File: config.mk
export PLATFORM = sky130hd
export DESIGN_NAME = wirq_ctrl
export DESIGN_NICKNAME = d
export VERILOG_FILES = /design/src/rtl/wirq_pkg.sv /design/src/rtl/wirq_sync_edge.sv /design/src/rtl/wirq_status.sv /design/src/rtl/wirq_mask.sv /design/src/rtl/wirq_ctrl.sv
export SDC_FILE = /design/constraint.sdc
export NUM_CORES = 1
export LEC_CHECK = 0
export BUFFER_PORTS_ARGS = -buffer_cell sky130_fd_sc_hd__buf_2
export CAP_MARGIN = 10
export CORE_ASPECT_RATIO = 0.9
export CORE_MARGIN = 2
export CORE_UTILIZATION = 25
export DETAILED_ROUTE_END_ITERATION = 12
export PLACE_DENSITY = 0.49
export SLEW_MARGIN = 20
export SYNTH_ARGS = -nofsm -noshare
export SYNTH_HDL_FRONTEND = slang
export SYNTH_SLANG_ARGS = --single-unit
File: constraint.sdc
create_clock -name clk -period 1.3 [get_ports clk]
set_input_delay 0.39 -clock clk [delete_from_list [all_inputs] [get_ports clk]]
set_output_delay 0.39 -clock clk [all_outputs]
set_load 0.02 [all_outputs]
File: src/rtl/wirq_pkg.sv
package wirq_pkg;

    typedef enum logic [1:0] {
        REG_RAW    = 2'd0,
        REG_MASKED = 2'd1,
        REG_MSET   = 2'd2,
        REG_MCLR   = 2'd3
    } wirq_reg_e;

    typedef struct packed {
        logic      we;
        wirq_reg_e addr;
    } wirq_cmd_t;

    localparam int TMO_BIT = 0;

    function automatic int wait_bit(input int pin);
        return pin + 1;
    endfunction

endpackage

File: src/rtl/wirq_sync_edge.sv
module wirq_sync_edge #(
    parameter int STAGES = 2
) (
    input  logic clk,
    input  logic rst,
    input  logic pin_i,
    output logic rise_o
);
    logic [STAGES-1:0] chain_q;
    logic              prev_q;

    always_ff @(posedge clk) begin
        if (rst) begin
            chain_q <= '0;
            prev_q  <= 1'b0;
        end else begin
            chain_q <= {chain_q[STAGES-2:0], pin_i};
            prev_q  <= chain_q[STAGES-1];
        end
    end

    assign rise_o = chain_q[STAGES-1] & ~prev_q;

    // an edge comes only from a 0 -> 1 step at the synchronizer output
    assert_edge_source_R3: assert property (@(posedge clk) disable iff (rst)
        rise_o |-> ($past(chain_q[STAGES-2]) && !prev_q));

endmodule

File: src/rtl/wirq_status.sv
module wirq_status #(
    parameter int NSRC = 3
) (
    input  logic            clk,
    input  logic            rst,
    input  logic [NSRC-1:0] set_ev_i,
    input  logic [NSRC-1:0] w1c_i,
    output logic [NSRC-1:0] raw_o
);
    logic [NSRC-1:0] raw_q;

    always_ff @(posedge clk) begin
        if (rst) raw_q <= '0;
        else     raw_q <= (raw_q & ~w1c_i) | set_ev_i;
    end

    assign raw_o = raw_q;

    // every set event lands, even against a same-cycle clear
    assert_set_wins_R5: assert property (@(posedge clk) disable iff (rst)
        1'b1 |=> ((raw_q & $past(set_ev_i)) == $past(set_ev_i)));

    // a bit only drops when it was written with one
    assert_sticky_R4: assert property (@(posedge clk) disable iff (rst)
        1'b1 |=> ((($past(raw_q) & ~raw_q) & ~$past(w1c_i)) == '0));

endmodule

File: src/rtl/wirq_mask.sv
module wirq_mask #(
    parameter int NSRC = 3
) (
    input  logic            clk,
    input  logic            rst,
    input  logic [NSRC-1:0] set_i,
    input  logic [NSRC-1:0] clr_i,
    output logic [NSRC-1:0] mask_o
);
    logic [NSRC-1:0] mask_q;

    always_ff @(posedge clk) begin
        if (rst) mask_q <= '0;
        else     mask_q <= (mask_q | set_i) & ~clr_i;
    end

    assign mask_o = mask_q;

    // set bits appear, untouched bits hold
    assert_mask_set_R6: assert property (@(posedge clk) disable iff (rst)
        ($past(clr_i) == '0) |-> ((mask_q & $past(set_i)) == $past(set_i)));

    assert_mask_hold_R6: assert property (@(posedge clk) disable iff (rst)
        1'b1 |=> (((mask_q ^ $past(mask_q)) & ~($past(set_i) | $past(clr_i))) == '0));

endmodule

File: src/rtl/wirq_ctrl.sv
module wirq_ctrl
    import wirq_pkg::*;
#(
    parameter int NUM_WAIT    = 2,
    parameter int SYNC_STAGES = 2
) (
    input  logic                clk,
    input  logic                rst,
    input  logic                tmo_pulse_i,
    input  logic [NUM_WAIT-1:0] wait_pin_i,
    input  logic                reg_we_i,
    input  logic [1:0]          reg_addr_i,
    input  logic [NUM_WAIT:0]   reg_wdata_i,
    output logic [NUM_WAIT:0]   reg_rdata_o,
    output logic                irq_o
);
    localparam int NSRC = NUM_WAIT + 1;

    wirq_cmd_t       cmd;
    logic [NSRC-1:0] set_ev;
    logic [NSRC-1:0] w1c;
    logic [NSRC-1:0] mset;
    logic [NSRC-1:0] mclr;
    logic [NSRC-1:0] raw;
    logic [NSRC-1:0] mask;
    logic [NSRC-1:0] masked;
    logic            irq_q;

    assign cmd.we   = reg_we_i;
    assign cmd.addr = wirq_reg_e'(reg_addr_i);

    assign set_ev[TMO_BIT] = tmo_pulse_i;

    for (genvar i = 0; i < NUM_WAIT; i++) begin : g_wait
        wirq_sync_edge #(.STAGES(SYNC_STAGES)) u_edge (
            .clk    (clk),
            .rst    (rst),
            .pin_i  (wait_pin_i[i]),
            .rise_o (set_ev[wait_bit(i)])
        );
    end

    always_comb begin
        w1c  = '0;
        mset = '0;
        mclr = '0;
        if (cmd.we) begin
            unique case (cmd.addr)
                REG_RAW:    w1c  = reg_wdata_i;
                REG_MSET:   mset = reg_wdata_i;
                REG_MCLR:   mclr = reg_wdata_i;
                default:    ;
            endcase
        end
    end

    wirq_status #(.NSRC(NSRC)) u_status (
        .clk      (clk),
        .rst      (rst),
        .set_ev_i (set_ev),
        .w1c_i    (w1c),
        .raw_o    (raw)
    );

    wirq_mask #(.NSRC(NSRC)) u_mask (
        .clk    (clk),
        .rst    (rst),
        .set_i  (mset),
        .clr_i  (mclr),
        .mask_o (mask)
    );

    assign masked = raw & mask;

    always_comb begin
        unique case (cmd.addr)
            REG_RAW:    reg_rdata_o = raw;
            REG_MASKED: reg_rdata_o = masked;
            default:    reg_rdata_o = mask;
        endcase
    end

    always_ff @(posedge clk) begin
        if (rst) irq_q <= 1'b0;
        else     irq_q <= |masked;
    end

    assign irq_o = irq_q;

    // the line follows the previous cycle's masked status
    assert_irq_follow_R8: assert property (@(posedge clk) disable iff (rst)
        1'b1 |=> (irq_o == |$past(raw & mask)));

    // a write to the masked address disturbs no state
    assert_masked_ro_R7: assert property (@(posedge clk) disable iff (rst)
        (reg_we_i && reg_addr_i == 2'd1) |=> ($stable(mask) && ((($past(raw) & ~raw)) == '0)));

    // reset clears everything
    assert_reset_clear_R1: assert property (@(posedge clk)
        rst |=> (raw == '0 && mask == '0 && irq_o == 1'b0));

endmodule

# [Yosys cells after proc, flatten, opt, wreduce, memory -nomap -nowiden]
# Index checks and enable logic that the tools add are counted.
[word_totals] latchBits=0 n_memories=0 ff_bits=13 romBits=0 ram_bits=0
[op_classes] n_div=0 eq_ne=3 n_addsub=0 reduce_logical=2 n_lt_le_gt_ge=0 bitwise=11 mul=0 muxes=7 shift=0
[ops] cell="$mux 3" n=6
[ops] cell="$and 3x3->3" n=3
[ops] cell="$not 3->3" n=2
[ops] cell="$or 3x3->3" n=2
[ops] cell="$pmux 3 s2" n=1
[ops] cell="$eq 2x2->1 const B" n=2
[ops] cell="$reduce_or 3->1" n=1
[ops] cell="$and 1x1->1" n=2
[ops] cell="$eq 2x1->1 const B" n=1
[ops] cell="$logic_not 2->1" n=1
[ops] cell="$not 1->1" n=2

# [Logic depth before layout (Yosys ltp)]
# Gate-level depths: netlist of run 1.
[depth] ltp_word=6 depth_mapped=4 depth_no_buf=3

# [Modules after synthesis]
# From an unflattened synthesis of run 1, not the netlist that was laid out.
[unflattened] hier_cells=57 area_unflattened_um2=508.0
[by_module_without_submodules] module="wirq_sync_edge" cells_each=7 area_per_inst_um2=87.6 n_inst=2
[by_module_without_submodules] module="wirq_ctrl" cells_each=22 area_per_inst_um2=136.4 n_inst=1
[by_module_without_submodules] module="wirq_status" cells_each=12 area_per_inst_um2=105.1 n_inst=1
[by_module_without_submodules] module="wirq_mask" cells_each=9 area_per_inst_um2=91.3 n_inst=1

# [Worst setup path after synthesis of run 1]
# OpenSTA, ideal clock, no wires.
[synth_path] path_kind="input -> output" startpoint="in reg_addr_i[1]" endpoint="out reg_rdata_o[0]" t_arrival_ns=0.821 path_stages=3 path_slack_ns=0.089 path_buffers=1 required_ns=0.910 cell_sequence="buf_6 -> nor2_4 -> o22a_2"
[synth_via] elab_chain_len=2 word_cells_on_any_way=3 classes_between="eq/ne: 1; mux: 1; reduce/logical: 1"
[synth_lines] element="from (decl)" line="wirq_ctrl.sv:12" source="input logic [1:0] reg_addr_i,"
[synth_lines] element="$eq 2x1->1 / $logic_not 2->1 (equally long branches)" line="wirq_ctrl.sv:76" source="unique case (cmd.addr)"
[synth_lines] element="$pmux 3 s2 (*)" line="wirq_ctrl.sv:76"
[synth_lines] element="to (decl)" line="wirq_ctrl.sv:14" source="output logic [NUM_WAIT:0] reg_rdata_o,"
# Every way passes the cells marked *; elsewhere a longest branch is shown, timed or not.

# [Worst setup path in the final report of run 1]
[layout_path] startpoint="reg u_status.raw_q[2] (netlist: u_status.raw_o[2])" endpoint="out reg_rdata_o[2]"
[layout_via] elab_chain_len=2
[layout_lines] element="from (decl)" line="wirq_status.sv:10" source="logic [NSRC-1:0] raw_q;"
[layout_lines] element="from (signal assigned)" line="wirq_status.sv:14" source="else raw_q <= (raw_q & ~w1c_i) | set_ev_i;"
[layout_lines] element="$and 3x3->3" line="wirq_ctrl.sv:73" source="assign masked = raw & mask;"
[layout_lines] element="$pmux 3 s2 (*)" line="wirq_ctrl.sv:76"
# Marked as above.

==> qor.csv, run 1 <==
stage,metric,value,unit
power_and_ir_drop,Sw Share,23.4,%
sta,Final Critical Period,1.33,ns
sta,slew at the pin closest to its max-slew limit,0.284,ns
drt,# DRC,0,
logic_synthesis,Post-Syn Nets,59,
floorplan,io pins,15,
logic_synthesis,most common flop cell mapped by yosys,dfxtp_1,
cts,CTS tree,built,
critical_path,critical path startpoint category,flip-flop,
worst_hold_path,Worst Hold Class,in -> reg,
drt,routed vias,409,
cts,later-pin clock latency in the skew report,0.27,ns
power_and_ir_drop,Leak,0.305,nW
global_route,antenna violations before repair,0,
logic_synthesis,register bit total from synthesis,13,
sta,fmax,749,MHz
sta,Final Cycle Share,103,%
floorplan,die area,0.00237,mm2
global_route,total gr overflow,0,
layout,synthesis-to-layout area growth,35.4,%
critical_path,WP data arrival,0.94,ns
logic_synthesis,async set or reset register ratio after synthesis,0,%
layout,fin nets,81,
place,Placed Cells,87,
critical_path,R2R Setup Slk,0.34,ns
sta,Rel. slew slack,81.1,%
cts,Worst-path clk slew,0.08,ns
floorplan,Core Area,0.00190,mm2
drt,Post-DRT Antenna Nets,0,
sta,Final Skew,0.00573,ns
power_and_ir_drop,internal power,0.590,mW
critical_path,critical path peak fanout,2,
critical_path,CP max-delay cell,dfxtp_2,
power_and_ir_drop,pwr dens,1140,mW/mm2
power_and_ir_drop,Clock Power Share,31.4,%
cts,CTS buffer count,3,
flow_run,max_cap viols,0,
layout,"commonest non-fill, non-tap cells in the layout","buf_2, dfxtp_1, nor2b_1, buf_4",
cts,Bufs on Longest Clock Path,2,
floorplan,Die H,46.3,um
critical_path,kind of critical path,reg -> out,
layout,share of layout cells above drive strength 1,46.4,%
cts,root buf cell,clkbuf_4,
layout,"most common cell after layout, fill and taps aside",buf_2,
global_route,overall routing resource usage,9.31,%
power_and_ir_drop,Reg power frac,55.0,%
global_route,largest net degree at the start of global routing,14,
floorplan,Initial Util,26.3,%
outcome,outcome,finished with violations,
critical_path,crit-path cells,o22a_2 -> buf_6,
logic_synthesis,syn avg cell area,10.4,um2
place,Placed Area,598,um2
logic_synthesis,Netlist cell types,17,
global_route,first-pass GRT wire length,1.60,mm
logic_synthesis,post-synthesis sequential area ratio,52.3,%
logic_synthesis,Post-synth EDFFs,0,
logic_synthesis,post-synthesis xor/xnor area fraction,0,%
logic_synthesis,post-synthesis simple-gate area fraction,24.6,%
power_and_ir_drop,switching power,0.180,mW
drt,Detailed Route WL,984,um
logic_synthesis,largest family of logic cells by synthesized area,simple AND/OR/NAND/NOR gates,
sta,RSZ-0062 raised after global routing,true,
floorplan,num rows,15,
place,port bufs,14,
power_and_ir_drop,Max VDD drop,471,uV
global_route,vias in the first global route,374,
layout,Layout Cells excl Fill,94,
power_and_ir_drop,Final Power,0.770,mW
critical_path,Required @ worst endpoint,0.91,ns
place,routability congestion estimate,0.748,
logic_synthesis,Ys Warns,0,
drt,WL per Instance,10.5,um
floorplan,DIE WIDTH,51.0,um
critical_path,Worst setup EP type,output port,
cts,Sink Count,13,
logic_synthesis,post-synthesis compound-gate area fraction,13.1,%
sta,final worst setup slack,-0.0343,ns
drt,vias per cell,4.35,
logic_synthesis,Post-Synth Adder-Cell Area,0,%
logic_synthesis,Syn Std Cell Area,498,um2
logic_synthesis,post-synthesis mux area share,6.03,%
critical_path,CP peak stage delay,0.33,ns
layout,n_diodes,0,
layout,fin area,674,um2
drt,First-pass DRT Iterations,4,
drt,First DRT Iteration DRCs,4,
sta,Max Slew Vio Count,0,
logic_synthesis,Cells after Synth,48,
place,pre-CTS WS,-0.0792,ns
cts,CTS Hold Buffers Added,0,
sta,final setup fails,3,
outcome,failing checks,setup timing,
cts,number of H-tree levels,1,
sta,Final Hold Vio Count,0,
power_and_ir_drop,Gate power share,13.6,%
## sequential cells by signal, indices dropped and copies added (netlist names)
signal	flops
u_mask.mask_o	3
g_wait.u_edge.prev_q	2
u_status.raw_o	3
irq_o	1
g_wait.u_edge.chain_q	4
## worst max-delay path: cells and delay by family (launching register included)
| kind | cells | cell delay (ns) |
|---|---|---|
| AOI/OAI and AO/OA | 1 | 0.22 |
| DFF | 1 | 0.33 |
| buffers and inverters | 1 | 0.13 |
## final timing paths
path                               startpoint                          end  cells after the start
setup / recovery            u_status.raw_o[2]               reg_rdata_o[2]                      2
hold / removal                  wait_pin_i[1]  g_wait[1].u_edge.chain_q[0]                      2
setup reg to reg            u_status.raw_o[0]                        irq_o                      3
hold reg to reg   g_wait[0].u_edge.chain_q[0]  g_wait[0].u_edge.chain_q[1]                      1
## cells in the mapped netlist, types with 2 or more instances
cell type | number | share of area [%]
nand3_1 | 3 | 3.0
nor2_1 | 5 | 3.8
o22a_2 | 3 | 6.0
a21oi_1 | 2 | 2.0
nor2b_1 | 6 | 7.5
o31ai_1 | 2 | 3.0
dfxtp_1 | 13 | 52
nand2_1 | 2 | 1.5
nand2b_1 | 2 | 2.5
mux2i_1 | 3 | 6.0
## layer usage
metal  part of all wire, %  track usage, %
met1                    48            12.4
met3                   5.6            2.92
met5                     0               0
met4                     0            3.24
met2                    46            14.3
## area by class of cell
type	instances	area (um2)
fill	214	1220
sequential	13	267
multi-input combinational	32	218
timing repair buffer	19	129
tap	25	31.3
clock buffer	4	26.3
inverter	1	3.75
## power groups by stage
stage | logic (mW) | registers (mW) | clock network, mW
final | 0.105 | 0.423 | 0.242
after global routing | 0.116 | 0.425 | 0.277
after CTS | 0.106 | 0.423 | 0.253
after detailed placement | 0.0873 | 0.433 | 0
after global placement | 0.0866 | 0.433 | 0
after floorplan | 0.0527 | 0.431 | 0
## timing repair
action | 4_1_cts | 5_1_grt
pin swaps | 1 | 0
endpoints found under the setup margin | 3 | 3
gates resized for setup | 10 | 2
buffers inserted | 3 | 0
## logic make-up (layout without fill, tap and decap cells)
group                  count (synthesis)  after routing
DFF                                   13             13
AOI/OAI and AO/OA                      8              8
muxes                                  3              3
buffers and inverters                  3             24
and+or+nand+nor                       21             21
## stage by stage
step	utilization, %	hold slack [ns]	TNS [ns]
6_report	35.6	0.328	-0.0758
5_1_grt	35.6	0.320	-0.189
4_1_cts	35.4	0.326	-0.108
3_5_place_dp	31.6	0.429	-0.230
3_3_place_gp	31.6	0.419	-0.170
2_1_floorplan	-	0.414	0
Power figures use the tool's default switching activity.
==> run 2: changes to the inputs <==
==> constraint.sdc (replaced) <==
create_clock -name clk -period 1.3 [get_ports clk]
set_input_delay 0.065 -clock clk [delete_from_list [all_inputs] [get_ports clk]]
set_output_delay 0.065 -clock clk [all_outputs]
set_load 0.02 [all_outputs]
==> run 2 against run 1 <==
- the run now ends clean
- core utilization decreased by 2.4 points
- power shrank 3.0%
- clock-buffer cell count stayed put
- flip-flop and latch count unchanged
- clock skew fell by 0.0029 ns
- global-route usage decreased by 1.0 points
- setup slack gained 0.30 ns
- non-clock buffer count shrank 3
==> qor.csv, run 2 (same netlist as run 1, synthesis figures left out) <==
stage,metric,value,unit
outcome,outcome,"complete, no violations",
critical_path,worst reg2reg path endpoint,irq_o,
critical_path,Required @ worst endpoint,1.24,ns
layout,Biggest register,g_wait.u_edge.chain_q,
floorplan,die area,0.00237,mm2
global_route,overall routing resource usage,8.29,%
critical_path,kind of critical path,reg -> out,
worst_hold_path,hold path start,tmo_pulse_i,
floorplan,Initial Util,26.3,%
drt,routed vias,382,
global_route,antenna violations before repair,0,
drt,Post-DRT Antenna Nets,0,
drt,First DRT Iteration DRCs,7,
cts,number of H-tree levels,1,
floorplan,Die H,46.3,um
sta,Final Skew,0.00283,ns
layout,area of the multi-input gates,218,um2
critical_path,CP peak stage delay,0.33,ns
power_and_ir_drop,Leak,0.282,nW
drt,# DRC,0,
place,port bufs,14,
layout,synthesis-to-layout area growth,26.4,%
power_and_ir_drop,switching power,0.173,mW
cts,CTS tree,built,
critical_path,WP data arrival,0.97,ns
layout,share of layout cells above drive strength 1,33.3,%
sta,setup TNS,0,ns
sta,final setup fails,0,
worst_hold_path,Worst Hold Class,in -> reg,
place,routability congestion estimate,0.734,
place,Placed Area,583,um2
layout,Fillers,200,
layout,n_diodes,0,
critical_path,R2R depth,2,
layout,"most common cell after layout, fill and taps aside",buf_2,
power_and_ir_drop,Reg power frac,56.7,%
sta,final worst setup slack,0.265,ns
critical_path,critical path startpoint category,flip-flop,
floorplan,num rows,15,
drt,vias per cell,4.20,
sta,RSZ-0062 raised after global routing,false,
layout,fin nets,78,
floorplan,DIE WIDTH,51.0,um
sta,Final Cycle Share,79.6,%
sta,Final Hold Vio Count,0,
critical_path,critical path peak fanout,3,
power_and_ir_drop,Gate power share,11.4,%
drt,Detailed Route WL,928,um
drt,WL per Instance,10.2,um
cts,post-CTS setup buffers,0,
sta,Max Slew Vio Count,0,
cts,root buf cell,clkbuf_4,
flow_run,max_cap viols,0,
floorplan,Core Area,0.00190,mm2
power_and_ir_drop,internal power,0.574,mW
sta,fmax,967,MHz
global_route,first-pass GRT wire length,1.37,mm
sta,Rel. slew slack,82.0,%
worst_hold_path,Hold EP,u_status.raw_o[0],
global_route,total gr overflow,0,
sta,slew at the pin closest to its max-slew limit,0.270,ns
power_and_ir_drop,Max VDD drop,722,uV
critical_path,R2R Setup Slk,0.48,ns
cts,later-pin clock latency in the skew report,0.27,ns
place,pre-CTS WS,0.476,ns
global_route,largest net degree at the start of global routing,14,
drt,First-pass DRT Iterations,4,
floorplan,io pins,15,
critical_path,CP max-delay cell,dfxtp_1,
cts,Sink Count,13,
power_and_ir_drop,Clock Power Share,31.9,%
layout,fin area,629,um2
worst_hold_path,hold depth,3,
critical_path,crit-path cells,o22a_2 -> buf_2,
cts,Bufs on Longest Clock Path,2,
power_and_ir_drop,Sw Share,23.1,%
global_route,vias in the first global route,325,
layout,fin util,33.2,%
layout,"commonest non-fill, non-tap cells in the layout","buf_2, dfxtp_1, nor2b_1",
cts,CTS buffer count,3,
critical_path,RR Startpoint,u_status.raw_o[0],
critical_path,Worst setup EP type,output port,
layout,Largest register FFs,4,
layout,storage element area,260,um2
sta,Final Critical Period,1.03,ns
power_and_ir_drop,pwr dens,1190,mW/mm2
cts,Worst-path clk slew,0.07,ns
-- run 2: changes by cell type in the layout (fill, tap and decap cells not counted), sizes merged --
cell / previous run / this run
buf: 19 / 14
dlygate4sd3: 0 / 2
-- run 2: how the worst max path moves through the flow --
stage	from	to	slack (ns)
floorplan	u_status.raw_o[0]	irq_o	0.52
CTS	u_status.raw_o[2]	reg_rdata_o[2]	0.24
global placement	u_status.raw_o[0]	irq_o	0.49
detailed placement	u_status.raw_o[0]	irq_o	0.48
finish	u_status.raw_o[2]	reg_rdata_o[2]	0.27
global route	u_status.raw_o[1]	reg_rdata_o[1]	0.23
-- run 2: power by group through the flow --
stage	Combinational [mW]	Clock (mW)	Sequential (mW)
CTS	0.0868	0.255	0.423
detailed placement	0.0823	0	0.432
finish	0.0854	0.238	0.423
global placement	0.0818	0	0.432
global route	0.0956	0.264	0.424
floorplan	0.0527	0	0.431
-- run 2: area by class of cell --
cell class	instances	area share [%]
multi-input combinational	32	34.6
tap	25	4.97
sequential	13	41.4
timing repair buffer	16	14.3
inverter	1	0.596
clock buffer	4	4.17
-- run 2: through the flow --
step / cells / total power [mW] / hold WS, ns
2_1_floorplan: 48 / 0.484 / 0.137
3_3_place_gp: 85 / 0.514 / 0.279
3_5_place_dp: 85 / 0.515 / 0.283
4_1_cts: 91 / 0.764 / 0.0494
5_1_grt: 91 / 0.784 / 0.0934
6_report: 91 / 0.747 / 0.0610
-- run 2: repair_timing --
item,4_1_cts,5_1_grt
gates resized for setup,0,0
hold buffers,2,0
endpoints found under the hold margin,2,0
-- run 2: layer usage --
| layer | global-route usage (%) | wire (um) | vias up |
|---|---|---|---|
| met5 | 0 | 0 | - |
| met4 | 1.62 | 0 | 0 |
| met3 | 4.87 | 73 | 0 |
| met2 | 13.0 | 424 | 16 |
| met1 | 9.94 | 430 | 163 |
| li1 | - | - | 203 |
-- run 2: critical path, delay by kind of cell (launching register included) --
family	cells	cell delay [ns]
buffers and inverters	1	0.15
AOI/OAI and AO/OA	1	0.22
DFF	1	0.33
==> run 3: changes to the inputs <==
==> constraint.sdc (replaced) <==
create_clock -name clk -period 1 [get_ports clk]
set_input_delay 0.05 -clock clk [delete_from_list [all_inputs] [get_ports clk]]
set_output_delay 0.05 -clock clk [all_outputs]
set_load 0.02 [all_outputs]
==> run 3 against run 2 <==
- critical path depth unchanged
- combinational power up 57%
- sequential share of layout area decreased by 2.0 points
- sequential power increased by 30%
- register-to-register slack got worse by 0.42 ns
- flip-flop and latch count stayed put
- hold slack got worse by 0.025 ns
- critical path type unchanged
==> qor.csv, run 3 (same netlist as run 1, synthesis figures left out) <==
stage,metric,value,unit
power_and_ir_drop,switching power,0.229,mW
cts,CTS tree,built,
worst_hold_path,Worst Hold Class,in -> reg,
layout,storage element area,267,um2
floorplan,Die H,46.3,um
layout,area of the multi-input gates,218,um2
sta,Rel. slew slack,82.6,%
floorplan,io pins,15,
layout,"most common cell after layout, fill and taps aside",buf_2,
sta,fmax,1010,MHz
layout,fin area,677,um2
critical_path,R2R depth,3,
outcome,outcome,"complete, no violations",
critical_path,Required @ worst endpoint,0.95,ns
global_route,total gr overflow,0,
sta,Max Slew Vio Count,0,
cts,Bufs on Longest Clock Path,2,
layout,Biggest register,g_wait.u_edge.chain_q,
drt,First DRT Iteration DRCs,12,
power_and_ir_drop,Reg power frac,55.3,%
global_route,first-pass GRT wire length,1.48,mm
layout,fin util,35.7,%
critical_path,WP data arrival,0.94,ns
floorplan,die area,0.00237,mm2
power_and_ir_drop,Final Power,0.995,mW
sta,slew at the pin closest to its max-slew limit,0.261,ns
cts,later-pin clock latency in the skew report,0.27,ns
layout,Fillers,217,
sta,Final Skew,0.00474,ns
floorplan,num rows,15,
drt,Post-DRT Antenna Nets,0,
layout,n_diodes,0,
floorplan,Initial Util,26.3,%
layout,fin nets,81,
critical_path,Worst setup EP type,output port,
drt,# DRC,0,
layout,Largest register FFs,4,
layout,share of layout cells above drive strength 1,43.5,%
critical_path,critical path peak fanout,2,
place,pre-CTS WS,0.176,ns
global_route,largest net degree at the start of global routing,14,
cts,root buf cell,clkbuf_4,
global_route,vias in the first global route,379,
global_route,overall routing resource usage,8.85,%
critical_path,kind of critical path,reg -> out,
sta,Final Cycle Share,98.8,%
place,port bufs,14,
place,Placed Area,583,um2
drt,WL per Instance,10.0,um
place,routability congestion estimate,0.732,
global_route,antenna violations before repair,0,
cts,number of H-tree levels,1,
drt,vias per cell,4.28,
sta,RSZ-0062 raised after global routing,true,
power_and_ir_drop,Gate power share,13.5,%
drt,Detailed Route WL,942,um
floorplan,Core Area,0.00190,mm2
drt,routed vias,402,
layout,"commonest non-fill, non-tap cells in the layout","buf_2, dfxtp_1, nor2b_1",
sta,final worst setup slack,0.0117,ns
drt,First-pass DRT Iterations,4,
sta,Final Hold Vio Count,0,
power_and_ir_drop,Max VDD drop,894,uV
floorplan,DIE WIDTH,51.0,um
layout,synthesis-to-layout area growth,35.9,%
power_and_ir_drop,pwr dens,1470,mW/mm2
critical_path,critical path startpoint category,flip-flop,
power_and_ir_drop,internal power,0.766,mW
cts,CTS buffer count,3,
sta,setup TNS,0,ns
power_and_ir_drop,Clock Power Share,31.2,%
sta,final setup fails,0,
worst_hold_path,hold depth,3,
power_and_ir_drop,Leak,0.302,nW
cts,Worst-path clk slew,0.08,ns
power_and_ir_drop,Sw Share,23.1,%
sta,Final Critical Period,0.988,ns
cts,Sink Count,13,
flow_run,max_cap viols,0,
==> run 3: cell count changes in the layout (fill, tap and decap cells not counted) <==
| cell | change |
|---|---|
| buf_4 | +3 |
| buf_2 | -3 |
| buf_6 | +3 |
| dfxtp_2 | +5 |
| dfxtp_1 | -5 |
==> run 3: worst paths after layout <==
kind | start | endpoint | slack, ns
worst max-delay path | u_status.raw_o[1] | reg_rdata_o[1] | 0.01
worst min register to register | g_wait[1].u_edge.chain_q[0] | g_wait[1].u_edge.chain_q[1] | 0.44
worst min-delay path | tmo_pulse_i | u_status.raw_o[0] | 0.04
worst max register to register | u_status.raw_o[0] | irq_o | 0.06
==> run 3: layer usage <==
layer,track usage [%],part of all wire (%),wire [um],up-vias
met2,15.8,48,455,12
li1,-,-,-,209
met1,9.34,46,429,181
met5,0,0,0,-
met4,1.62,0,0,0
met3,4.87,6.1,57,0
==> run 3: stage by stage <==
| stage | hold WS, ns | instances |
|---|---|---|
| final | 0.0359 | 94 |
| after global routing | 0.0525 | 94 |
| after CTS | 0.0258 | 94 |
| after detailed placement | 0.267 | 85 |
| after global placement | 0.264 | 85 |
| after floorplan | 0.122 | 48 |
==> run 3: area by class of cell <==
cell class | count | share of cell area, %
clock buffer | 4 | 3.88
inverter | 1 | 0.555
multi-input combinational | 32 | 32.2
sequential | 13 | 39.4
tap | 25 | 4.62
timing repair buffer | 19 | 19.4
==> run 3: power groups by stage <==
| stage | logic (mW) | clock network (mW) | registers, mW |
|---|---|---|---|
| final | 0.134 | 0.311 | 0.550 |
| after global routing | 0.147 | 0.346 | 0.552 |
| after CTS | 0.136 | 0.331 | 0.550 |
| after detailed placement | 0.106 | 0 | 0.562 |
| after global placement | 0.106 | 0 | 0.562 |
| after floorplan | 0.0685 | 0 | 0.560 |
==> run 3: timing repair <==
action,4_1_cts,5_1_grt
hold buffers,2,0
hold endpoints to repair,2,0
endpoints found under the setup margin,3,3
buffers inserted,3,0
gates resized for setup,11,0
==> run 3: critical path: stages (launching register included) <==
cell and delay, ns:
dfxtp_2 0.32, o22a_2 0.22, buf_6 0.13
